`config.mk`:
```
export PLATFORM = sky130hd
export DESIGN_NAME = ir_remote_gen
export DESIGN_NICKNAME = d
export VERILOG_FILES = /design/src/rtl/ir_remote_pkg.sv /design/src/rtl/ir_remote_regs.sv /design/src/rtl/ir_remote_carrier.sv /design/src/rtl/ir_remote_envelope.sv /design/src/rtl/ir_remote_gen.sv
export SDC_FILE = /design/constraint.sdc
export NUM_CORES = 1
export LEC_CHECK = 0
export BUFFER_PORTS_ARGS = -buffer_cell sky130_fd_sc_hd__buf_2
export CAP_MARGIN = 40
export CORE_ASPECT_RATIO = 1.1
export CORE_UTILIZATION = 63
export DETAILED_ROUTE_END_ITERATION = 10
export PLACE_DENSITY = 0.91
export REMOVE_ABC_BUFFERS = 1
export SLEW_MARGIN = 30
export SYNTH_ARGS = -nofsm -noshare
export SYNTH_HDL_FRONTEND = slang
export SYNTH_SLANG_ARGS = --single-unit
export TNS_END_PERCENT = 30
```
`constraint.sdc`:
```
create_clock -name clk -period 6 [get_ports clk]
set_input_delay 1.2 -clock clk [delete_from_list [all_inputs] [get_ports clk]]
set_output_delay 1.2 -clock clk [all_outputs]
set_load 0.1 [all_outputs]
```
`src/rtl/ir_remote_pkg.sv`:
```
package ir_remote_pkg;
    typedef enum logic [1:0] {
        PH_DIRECT = 2'd0,
        PH_MARK   = 2'd1,
        PH_SPACE  = 2'd2
    } phase_e;

    localparam int unsigned ADDR_CAR_HI = 0;
    localparam int unsigned ADDR_CAR_LO = 1;
    localparam int unsigned ADDR_MARK   = 2;
    localparam int unsigned ADDR_SPACE  = 3;
    localparam int unsigned ADDR_MODE   = 4;
    localparam int unsigned ADDR_OUTBIT = 5;
endpackage

```
`src/rtl/ir_remote_regs.sv`:
```
module ir_remote_regs #(
    parameter int SEL_W  = 6,
    parameter int DUR_W  = 8,
    parameter int ADDR_W = 3
) (
    input  logic              clk,
    input  logic              rst_n,
    input  logic              wr_en,
    input  logic [ADDR_W-1:0] wr_addr,
    input  logic [DUR_W-1:0]  wr_data,
    output logic [SEL_W-1:0]  hi_sel,
    output logic [SEL_W-1:0]  lo_sel,
    output logic [DUR_W-1:0]  mark_dur,
    output logic [DUR_W-1:0]  space_dur,
    output logic              run_en,
    output logic              pulse_en,
    output logic              out_bit
);
    import ir_remote_pkg::*;

    always_ff @(posedge clk) begin
        if (!rst_n) begin
            hi_sel    <= '1;
            lo_sel    <= '1;
            mark_dur  <= '1;
            space_dur <= '1;
            run_en    <= 1'b0;
            pulse_en  <= 1'b0;
            out_bit   <= 1'b0;
        end else if (wr_en) begin
            case (int'(wr_addr))
                ADDR_CAR_HI: hi_sel    <= wr_data[SEL_W-1:0];
                ADDR_CAR_LO: lo_sel    <= wr_data[SEL_W-1:0];
                ADDR_MARK:   mark_dur  <= wr_data;
                ADDR_SPACE:  space_dur <= wr_data;
                ADDR_MODE: begin
                    run_en   <= wr_data[0];
                    pulse_en <= wr_data[1];
                end
                ADDR_OUTBIT: out_bit   <= wr_data[0];
                default: ;
            endcase
        end
    end
endmodule

```
`src/rtl/ir_remote_carrier.sv`:
```
module ir_remote_carrier #(
    parameter int SEL_W = 6
) (
    input  logic             clk,
    input  logic             rst_n,
    input  logic             run,
    input  logic [SEL_W-1:0] hi_sel,
    input  logic [SEL_W-1:0] lo_sel,
    output logic             car_hi
);
    logic [SEL_W-1:0] cnt;
    logic [SEL_W-1:0] hi_len;
    logic [SEL_W-1:0] lo_len;
    logic [SEL_W-1:0] lim;

    always_comb begin
        hi_len = (hi_sel == '0) ? SEL_W'(1) : hi_sel;
        lo_len = (lo_sel == '0) ? SEL_W'(1) : lo_sel;
        lim    = car_hi ? hi_len : lo_len;
    end

    always_ff @(posedge clk) begin
        if (!rst_n || !run) begin
            car_hi <= 1'b1;
            cnt    <= '0;
        end else if (cnt == lim - SEL_W'(1)) begin
            car_hi <= ~car_hi;
            cnt    <= '0;
        end else begin
            cnt    <= cnt + SEL_W'(1);
        end
    end
endmodule

```
`src/rtl/ir_remote_envelope.sv`:
```
module ir_remote_envelope #(
    parameter int DUR_W = 8
) (
    input  logic                       clk,
    input  logic                       rst_n,
    input  logic                       env_on,
    input  logic [DUR_W-1:0]           mark_dur,
    input  logic [DUR_W-1:0]           space_dur,
    output ir_remote_pkg::phase_e      ph,
    output logic [DUR_W-1:0]           cnt,
    output logic                       irq
);
    import ir_remote_pkg::*;

    phase_e           nxt_ph;
    logic [DUR_W-1:0] nxt_cnt;
    logic             nxt_irq;

    always_ff @(posedge clk) begin
        if (!rst_n) begin
            ph  <= PH_DIRECT;
            cnt <= '0;
            irq <= 1'b0;
        end else begin
            ph  <= nxt_ph;
            cnt <= nxt_cnt;
            irq <= nxt_irq;
        end
    end

    always_comb begin
        nxt_ph  = ph;
        nxt_cnt = cnt;
        nxt_irq = 1'b0;
        unique case (ph)
            PH_DIRECT: begin
                nxt_cnt = '0;
                if (env_on) nxt_ph = PH_MARK;
            end
            PH_MARK: begin
                if (!env_on) begin
                    nxt_ph  = PH_DIRECT;
                    nxt_cnt = '0;
                end else if (cnt == mark_dur) begin
                    nxt_ph  = PH_SPACE;
                    nxt_cnt = '0;
                    nxt_irq = 1'b1;
                end else begin
                    nxt_cnt = cnt + DUR_W'(1);
                end
            end
            PH_SPACE: begin
                if (!env_on) begin
                    nxt_ph  = PH_DIRECT;
                    nxt_cnt = '0;
                end else if (cnt == space_dur) begin
                    nxt_ph  = PH_MARK;
                    nxt_cnt = '0;
                    nxt_irq = 1'b1;
                end else begin
                    nxt_cnt = cnt + DUR_W'(1);
                end
            end
            default: begin
                nxt_ph  = PH_DIRECT;
                nxt_cnt = '0;
            end
        endcase
    end
endmodule

```
`src/rtl/ir_remote_gen.sv`:
```
module ir_remote_gen #(
    parameter int SEL_W  = 6,
    parameter int DUR_W  = 8,
    parameter int ADDR_W = 3
) (
    input  logic              clk,
    input  logic              rst_n,
    input  logic              wr_en,
    input  logic [ADDR_W-1:0] wr_addr,
    input  logic [DUR_W-1:0]  wr_data,
    output logic              ir_out,
    output logic [DUR_W-1:0]  env_count,
    output logic              phase_irq
);
    import ir_remote_pkg::*;

    logic [SEL_W-1:0] hi_sel;
    logic [SEL_W-1:0] lo_sel;
    logic [DUR_W-1:0] mark_dur;
    logic [DUR_W-1:0] space_dur;
    logic             run_en;
    logic             pulse_en;
    logic             out_bit;
    logic             env_on;
    logic             car_hi;
    phase_e           ph;

    ir_remote_regs #(.SEL_W(SEL_W), .DUR_W(DUR_W), .ADDR_W(ADDR_W)) u_regs (
        .clk       (clk),
        .rst_n     (rst_n),
        .wr_en     (wr_en),
        .wr_addr   (wr_addr),
        .wr_data   (wr_data),
        .hi_sel    (hi_sel),
        .lo_sel    (lo_sel),
        .mark_dur  (mark_dur),
        .space_dur (space_dur),
        .run_en    (run_en),
        .pulse_en  (pulse_en),
        .out_bit   (out_bit)
    );

    assign env_on = run_en && pulse_en;

    ir_remote_envelope #(.DUR_W(DUR_W)) u_env (
        .clk       (clk),
        .rst_n     (rst_n),
        .env_on    (env_on),
        .mark_dur  (mark_dur),
        .space_dur (space_dur),
        .ph        (ph),
        .cnt       (env_count),
        .irq       (phase_irq)
    );

    ir_remote_carrier #(.SEL_W(SEL_W)) u_car (
        .clk    (clk),
        .rst_n  (rst_n),
        .run    (ph == PH_MARK),
        .hi_sel (hi_sel),
        .lo_sel (lo_sel),
        .car_hi (car_hi)
    );

    always_comb begin
        unique case (ph)
            PH_MARK:  ir_out = car_hi;
            PH_SPACE: ir_out = 1'b0;
            default:  ir_out = out_bit;
        endcase
    end
endmodule

```
## Word level (Yosys, flattened, before mapping)

Cells that the tools add are included.

- Bits in registers: 49
- Input bits: 14
- Output and inout port bits: 10
- Logic and storage cells: 65

- Add/subtract/negate cells: 3
- Eq/ne operators: 13
- Multiplexer cells: 20
- Bitwise operators: 1
- Reductions and logical operators: 16

Operator list:

| operator | number |
|---|---|
| $mux W8 | 4 |
| $mux W6 | 3 |
| $eq A8 B8 Y1 | 2 |
| $pmux W8 S2 | 1 |
| $logic_not A6 Y1 | 2 |
| $reduce_and A2 Y1 | 6 |
| $mux W2 | 5 |
| $add A8 B1 Y8 const B | 1 |
| $add A6 B1 Y6 const B | 1 |
| $eq A3 B2 Y1 const B | 2 |
| $eq A3 B3 Y1 const B | 2 |
| $eq A6 B6 Y1 | 1 |
| $ne A3 B3 Y1 const B | 2 |
| $pmux W2 S3 | 1 |
| $sub A6 B1 Y6 const B | 1 |
| $mux W1 | 4 |
| $pmux W1 S2 | 2 |
| $eq A3 B1 Y1 const B | 1 |
| $logic_not A3 Y1 | 1 |
| $reduce_and A3 Y1 | 1 |
| $eq A2 B1 Y1 const B | 1 |
| $eq A2 B2 Y1 const B | 1 |
| $logic_not A1 Y1 | 2 |
| $logic_not A2 Y1 | 1 |
| other kinds (5) | 5 |

## Depth between registers and ports, before layout

Gate-level depths: netlist (run 1).

- Word-level depth: 6
- Mapped depth: 8
- Gate-level depth less buffers: 7

## Modules after synthesis

Synthesis (run 1) repeated with hierarchy kept, for this count alone.

- Cell total of the unflattened synthesis: 275
- Area total of the unflattened synthesis: 2675.1 um^2

Modules (own cells, without submodules):

| module | instances | cells each | area an instance (um^2) | seq. area each (um^2) |
|---|---|---|---|---|
| ir_remote_regs | 1 | 118 | 1286.2 | 620.6 |
| ir_remote_envelope | 1 | 87 | 808.3 | 220.2 |
| ir_remote_carrier | 1 | 64 | 545.5 | 140.1 |
| ir_remote_gen | 1 | 6 | 35.0 | 0.0 |

## Worst setup path before layout (run 1)

Ideal clock, no wire load.

- Path kind: reg2out
- Start: register u_env.ph[0]
- End: output ir_out
- Arrival: 2842 ps
- Required time: 4800 ps
- Slack: 1958 ps
- Cell stages (with the launch flop): 4
- Buffers on the path: 0
- Cells stage by stage: dfxtp_1 inv_1 ha_1 o21ai_0

- Longest elaborated chain between the ends: 2
- Elaborated cells between the ends (all ways): 3
- Those cells by class: eq/ne: 2; mux: 1

RTL lines:

| element | RTL line | text |
|---|---|---|
| from (decl) | ir_remote_envelope.sv:9 | `output ir_remote_pkg::phase_e ph,` |
| from (signal assigned) | ir_remote_envelope.sv:25 | `ph <= nxt_ph;` |
| $eq A2 B2 Y1 / $eq A2 B1 Y1 (equally long branches) | ir_remote_gen.sv:66 | `unique case (ph)` |
| $pmux W1 S2 * | ir_remote_gen.sv:66 |  |
| to (decl) | ir_remote_gen.sv:11 | `output logic ir_out,` |

Mark *: on every way between the ends. The rest lies on a longest branch, timed or not.

## Worst setup path in the final report (run 1)

Ends and elaborated chain as after synthesis.

==> flow_summary.json, run 1 <==
{
  "synth_adder_area_share_pct": 3.09,
  "coreArea_sq_um": 3650,
  "synth_compound_area_share_pct": 7.62,
  "synthMuxAreaShare_pct": 12.5,
  "worst_pin_slew_ns": 0.685,
  "synth_top_area_share_pct": 40.3,
  "p_per_area_nw_per_um2": 213,
  "cts_tree": "done",
  "viasPerCell": 5.71,
  "cp-end-kind": "primary output",
  "nNetsFinal": 312,
  "path_class": "reg -> out",
  "leakage_nw": 1.00,
  "antenna_found_initial": 0,
  "root_buffer": "clkbuf_8",
  "n_fill_cell": 289,
  "grt_pass1_vias": 1842,
  "dieArea_sq_um": 4110,
  "cp.arrival_ns": 1.74,
  "path_max_fanout": 4,
  "synth_simple_gate_area_share_pct": 23.1,
  "hold_buffers": 0,
  "synth-edff-count": 0,
  "start_util_pct": 66.5,
  "cp-start-kind": "register",
  "synth_ff_type": "dfxtp_1",
  "wl_per_cell_um": 15.0,
  "fin_crit_sh_pct": 49.1,
  "yosysWarnings": 0,
  "ys_ff_latch": 49,
  "rsz0062_at_grt": "no",
  "drv_slew": 0,
  "pre_cts_ws_ns": 3.30,
  "synth_xor_area_share_pct": 11.2,
  "postCtsSetupRepairBufs": 0,
  "dieHeight_um": 67.2,
  "worst_slack_ns": 3.06,
  "numPortBuffers": 23,
  "tritoncts.num_buffers": 5,
  "drtIter0Drc": 48,
  "syn_area_sq_um": 2430,
  "n_antenna_cell": 0,
  "fp-row-count": 23,
  "yosys-top-cells-area": "dfxtp_1, mux2i_1, xor2_1, nand2_1, nand3_1",
  "worstPathRequired_ns": 4.80,
  "synthToLayoutAreaGrowth_pct": 10.2,
  "yosysSeqAreaShare_pct": 40.3,
  "htreeDepth": 2,
  "synth.most_common_cell": "dfxtp_1",
  "status": "completed",
  "clk_path_buf_depth": 2,
  "grt_max_degree": 37,
  "period_needed_ns": 2.94,
  "hold_class": "reg -> reg",
  "drc": 0,
  "fp.dieW_um": 61.2,
  "num_io_pins": 24,
  "ir_drop_uv": 173,
  "clock_latency_ns": 0.30,
  "yosysUniqueCellTypes": 40,
  "cts_resized": 0,
  "drive_gt1_share_pct": 14.7,
  "wl_um": 5140,
  "tns_ns": 0,
  "synth_area_per_cell_sq_um": 9.04,
  "drv_cap": 0,
  "grt_overflow": 0,
  "first_pass_iters": 4,
  "grt_pass1_wl_um": 8000,
  "yosys-top-cells-count": "dfxtp_1, nand2_1, mux2i_1",
  "async_reset_ff_share_pct": 0,
  "globalplace.congestion": 0.845,
  "yosys.area.top_type": "dfxtp_1",
  "grt_util_all_layers_pct": 26.6,
  "vias": 1958,
  "synth_top_family_by_area": "simple AND/OR/NAND/NOR gates",
  "setup_viol": 0,
  "cts_num_sinks": 49,
  "holdWs_ns": 0.490,
  "detail-route-antenna-nets": 0,
  "hpwl_um": 3710,
  "clkTransAtPathRegs_ns": 0.09,
  "slew_headroom_pct": 54.1,
  "finalHoldViolCount": 0,
  "timing.fmax_mhz": 340,
  "syn_inst": 269,
  "fin_skew_ns": 0.00718
}
placed cells by master, fill, tap and decap left out, types with 2 or more instances in the layout:
cell | synthesis | layout
a21boi_1 | 2 | 2
a21oi_1 | 2 | 2
a31oi_1 | 2 | 2
and3_1 | 3 | 3
buf_2 | 1 | 23
clkbuf_1 | 7 | 2
clkbuf_8 | 0 | 5
dfxtp_1 | 49 | 49
ha_1 | 6 | 6
inv_1 | 6 | 6
mux2_2 | 2 | 2
mux2i_1 | 28 | 28
nand2_1 | 47 | 47
nand2b_1 | 2 | 2
nand3_1 | 18 | 18
nor2_1 | 16 | 16
nor2b_1 | 4 | 4
nor3_1 | 10 | 8
nor3_2 | 1 | 3
nor3b_1 | 4 | 4
nor4_1 | 4 | 4
o211ai_1 | 2 | 2
o21a_1 | 2 | 2
o21ai_1 | 3 | 3
or2_2 | 2 | 2
or4_4 | 2 | 2
xnor2_1 | 7 | 7
xor2_1 | 24 | 24
stage by stage:
stage | cell area [sq um] | instances | utilization (%) | total power [mW]
4_1_cts | 2670 | 342 | 73.1 | 0.571
5_1_grt | 2680 | 343 | 73.3 | 0.588
3_5_place_dp | 2590 | 334 | 70.8 | 0.386
3_3_place_gp | 2580 | 334 | 70.5 | 0.384
6_report | 2680 | 343 | 73.3 | 0.571
2_1_floorplan | 2400 | 261 | - | 0.368
cell families (layout without fill, tap and decap cells):
logic type / count (synthesis) / count (layout)
adder cells (fa/ha/maj): 6 / 6
flip-flops: 49 / 49
XOR/XNOR: 31 / 31
AO/OA/AOI/OAI: 22 / 22
AND/OR/NAND/NOR: 117 / 117
multiplexers: 30 / 30
buffers and inverters: 14 / 38
flip-flops by register name (all words and copies together), names as in the netlist, 2 cells and up:
register,flops
u_env.ph,2
u_regs.mark_dur,8
u_regs.hi_sel,6
u_regs.lo_sel,6
u_regs.space_dur,8
u_car.cnt,6
u_env.cnt,8
critical path, stage by stage, from the launching register on:
cell and delay [ns]:
dfxtp_1 0.40, inv_1 0.08, ha_1 0.33, nand3_1 0.08, o21ai_0 0.10, buf_2 0.45
power by group:
part / switching [mW] / internal, mW / leakage [nW]
clock: 0.109 / 0.0827 / 0.0385
sequential: 0.00556 / 0.331 / 0.397
combinational: 0.0256 / 0.0168 / 0.569
final timing paths:
kind | startpoint | to | slack [ns] | depth (start not counted)
min | u_regs.space_dur[3] | u_regs.space_dur[3] | 0.49 | 2
min reg2reg | u_regs.space_dur[3] | u_regs.space_dur[3] | 0.49 | 2
max reg2reg | u_car.car_hi | u_car.cnt[2] | 3.47 | 6
max | u_env.ph[0] | ir_out | 3.06 | 5
layout make-up:
type                            count  area [sq um]  area share, %
Clock buffer                        7          76.3           2.85
Sequential cell                    49           981           36.6
Tap cell                           50          62.6           2.34
Inverter                            6          22.5          0.841
Timing Repair Buffer               24           123           4.58
Clock inverter                      1          7.51          0.280
Multi-Input combinational cell    206          1410           52.5
routing by layer:
metal / global-route usage [%] / part of all wire [%] / wire, um
met1: 34.8 / 47 / 2420
met2: 43.1 / 47 / 2400
met3: 5.94 / 4.4 / 227
met4: 8.52 / 1.8 / 91
met5: 0 / 0 / 0
Power figures use the tool's default switching activity.
==> run 2, diff against run 1 <==
--- a/config.mk
+++ b/config.mk
@@ -5,12 +5,13 @@
 export SDC_FILE = /design/constraint.sdc
 export NUM_CORES = 1
 export LEC_CHECK = 0
+export ABC_AREA = 1
 export BUFFER_PORTS_ARGS = -buffer_cell sky130_fd_sc_hd__buf_2
 export CAP_MARGIN = 40
 export CORE_ASPECT_RATIO = 1.1
-export CORE_UTILIZATION = 63
+export CORE_UTILIZATION = 53
 export DETAILED_ROUTE_END_ITERATION = 10
-export PLACE_DENSITY = 0.91
+export PLACE_DENSITY = 0.83
 export REMOVE_ABC_BUFFERS = 1
 export SLEW_MARGIN = 30
 export SYNTH_ARGS = -nofsm -noshare
==> constraint.sdc (replaced) <==
create_clock -name clk -period 2.5 [get_ports clk]
set_input_delay 0.5 -clock clk [delete_from_list [all_inputs] [get_ports clk]]
set_output_delay 0.5 -clock clk [all_outputs]
set_load 0.1 [all_outputs]
==> run 2 against run 1 <==
Effect of this change: count of clock-buffer cells in the layout unchanged; critical path type unchanged; final cell count increased by 23%; synthesized cell count increased by 27%; area after synthesis increased by 0.62%; global-route usage decreased by 2.9 points; wire length decreased by 2.9%.
==> flow_summary.json, run 2 <==
{
  "final_cell_mix": "nand2_1, dfxtp_1, nand3_1",
  "synth.most_common_cell": "nand2_1",
  "r2r-start": "u_car.car_hi",
  "drive_gt1_share_pct": 13.8,
  "place_area_sq_um": 2620,
  "cp-start-kind": "register",
  "r2r-end": "u_car.car_hi",
  "coreArea_sq_um": 4350,
  "yosys.area.top_type": "dfxtp_1",
  "drv_cap": 0,
  "cpPeakStageDelay_ns": 0.45,
  "hpwl_um": 3680,
  "switching_share_pct": 26.7,
  "clkTransAtPathRegs_ns": 0.08,
  "min_from": "wr_data[6]",
  "slew_headroom_pct": 59.5,
  "worst_pin_slew_ns": 0.605,
  "leakage_nw": 1.27,
  "viasPerCell": 5.09,
  "combPwrFrac_pct": 15.0,
  "tns_ns": 0,
  "setup_viol": 0,
  "detail-route-antenna-nets": 0,
  "antenna_found_initial": 0,
  "grt_pass1_wl_um": 8830,
  "p_clk_share_pct": 34.6,
  "power_switching_mw": 0.446,
  "fp.dieW_um": 66.8,
  "first_pass_iters": 4,
  "worstRegToRegCells": 11,
  "yosys-top-cells-area": "dfxtp_1, nand2_1, nand3_1, xor2_1, nor2_1",
  "period_needed_ns": 2.29,
  "grt_pass1_vias": 2070,
  "finalHoldViolCount": 0,
  "timing.fmax_mhz": 436,
  "cts_tree": "done",
  "p_per_area_nw_per_um2": 611,
  "hold_class": "in -> reg",
  "path_max_fanout": 4,
  "yosysSeqAreaShare_pct": 40.1,
  "n_antenna_cell": 0,
  "grt_util_all_layers_pct": 23.7,
  "dieHeight_um": 73.3,
  "yosys-top-cells-count": "nand2_1, dfxtp_1, nand3_1",
  "htreeDepth": 2,
  "internal_power_mw": 1.22,
  "synth_ff_type": "dfxtp_1",
  "path_class": "reg -> out",
  "cp.arrival_ns": 1.79,
  "yosysUniqueCellTypes": 27,
  "fin_skew_ns": 0.00676,
  "cts_num_sinks": 49,
  "seq_power_share_pct": 50.4,
  "reg.largest.list": "u_env.cnt x8, u_regs.mark_dur x8, u_regs.space_dur x8",
  "start_util_pct": 56.3,
  "grt_overflow": 0,
  "wl_per_cell_um": 11.8,
  "numPortBuffers": 23,
  "postCtsSetupRepairBufs": 0,
  "crit_buf_inv": 2,
  "synth_area_per_cell_sq_um": 7.15,
  "async_reset_ff_share_pct": 0,
  "cts_resized": 0,
  "yosysWarnings": 0,
  "globalplace.congestion": 0.836,
  "ir_drop_uv": 377,
  "stdcell_area_sq_um": 2730,
  "cp_cell_sequence": "inv_1 -> ha_1 -> nand3_1 -> o21ai_0 -> buf_2",
  "fin_crit_sh_pct": 91.7,
  "cp-end-kind": "primary output",
  "dieArea_sq_um": 4890,
  "fp-row-count": 25,
  "drtIter0Drc": 96,
  "synth_top_area_share_pct": 40.1,
  "hold_buffers": 0,
  "grt_max_degree": 20,
  "crit_slowest_cell": "buf_2",
  "clk_path_buf_depth": 2,
  "syn_inst": 342,
  "r2r_slack_ns": 0.52,
  "final_common_cell": "nand2_1",
  "whs_path_depth": 3,
  "ys_ff_latch": 49,
  "wl_um": 4990,
  "synth-edff-count": 0,
  "finalCoreUtilization_pct": 62.9,
  "status": "completed",
  "drc": 0,
  "critPathTopFamily": "buffers and inverters",
  "tritoncts.num_buffers": 5,
  "root_buffer": "clkbuf_8",
  "worstPathRequired_ns": 2.00,
  "nNetsFinal": 388,
  "synthToLayoutAreaGrowth_pct": 11.8,
  "syn_area_sq_um": 2450,
  "drv_slew": 0,
  "holdPathEnd": "u_regs.space_dur[6]",
  "vias": 2154,
  "num_io_pins": 24,
  "clock_latency_ns": 0.30,
  "rsz0062_at_grt": "no"
}
[run 2: cell count changes in the layout (fill, tap and decap cells not counted), sizes merged, moves of 23 or more]
cell	before	now
inv	6	36
mux2i	28	0
nand2	47	102
nand3	18	41
nor2	16	40
[run 2: metal layers]
layer	vias up	track usage, %	routed length, um
li1	1129	-	-
met1	993	29.5	2370
met2	27	40.5	2410
met3	5	4.81	150
met4	0	7.57	58
met5	-	0	0
[run 2: how the worst max path moves through the flow]
stage,start,endpoint,slack (ns),cells after the start
after floorplan,u_env.ph[0],ir_out,-0.88,3
after global placement,u_env.ph[0],ir_out,0.61,5
after detailed placement,u_env.ph[1],ir_out,0.54,5
after CTS,u_env.ph[1],ir_out,0.21,5
after global routing,u_env.ph[1],ir_out,0.09,5
final,u_env.ph[1],ir_out,0.21,5
[run 2: layout make-up]
cell class,count,area (sq um)
clock buffers,7,86.3
clock inverters,1,30.0
fillers,374,1610
inverters,36,135
multi-input cells,250,1300
flip-flops and latches,49,981
well taps,54,67.6
repair buffers,26,138
[run 2: power by group through the flow]
stage | registers, mW | logic (mW) | clock network [mW]
floorplan | 0.851 | 0.183 | 0
global placement | 0.854 | 0.245 | 0
detailed placement | 0.858 | 0.249 | 0
CTS | 0.840 | 0.251 | 0.583
global route | 0.847 | 0.286 | 0.617
finish | 0.841 | 0.250 | 0.579
[run 2: cell families (layout without fill, tap and decap cells)]
family	count (synthesis)	count (layout)	share of synthesized area (%)
and+or+nand+nor	198	198	36.1
DFF	49	49	40.1
buffers and inverters	43	70	6.91
xor gates and xnor gates	24	24	8.59
AOI/OAI and AO/OA	22	22	5.27
adders and majority gates	6	6	3.07
[run 2: stage by stage]
stage | setup slack [ns] | instances | hold WS, ns | total power [mW]
3_3_place_gp | 0.610 | 415 | 0.441 | 1.10
6_report | 0.209 | 423 | 0.431 | 1.67
3_5_place_dp | 0.544 | 415 | 0.447 | 1.11
2_1_floorplan | -0.875 | 335 | 0.430 | 1.03
4_1_cts | 0.213 | 423 | 0.439 | 1.67
5_1_grt | 0.0854 | 423 | 0.434 | 1.75
[run 2: worst reg2reg max path, delay by kind of cell (launching register included)]
| kind | cells | cell delay [ns] |
|---|---|---|
| AND/OR/NAND/NOR | 10 | 1.00 |
| AO/OA/AOI/OAI | 1 | 0.22 |
| flip-flops | 1 | 0.63 |
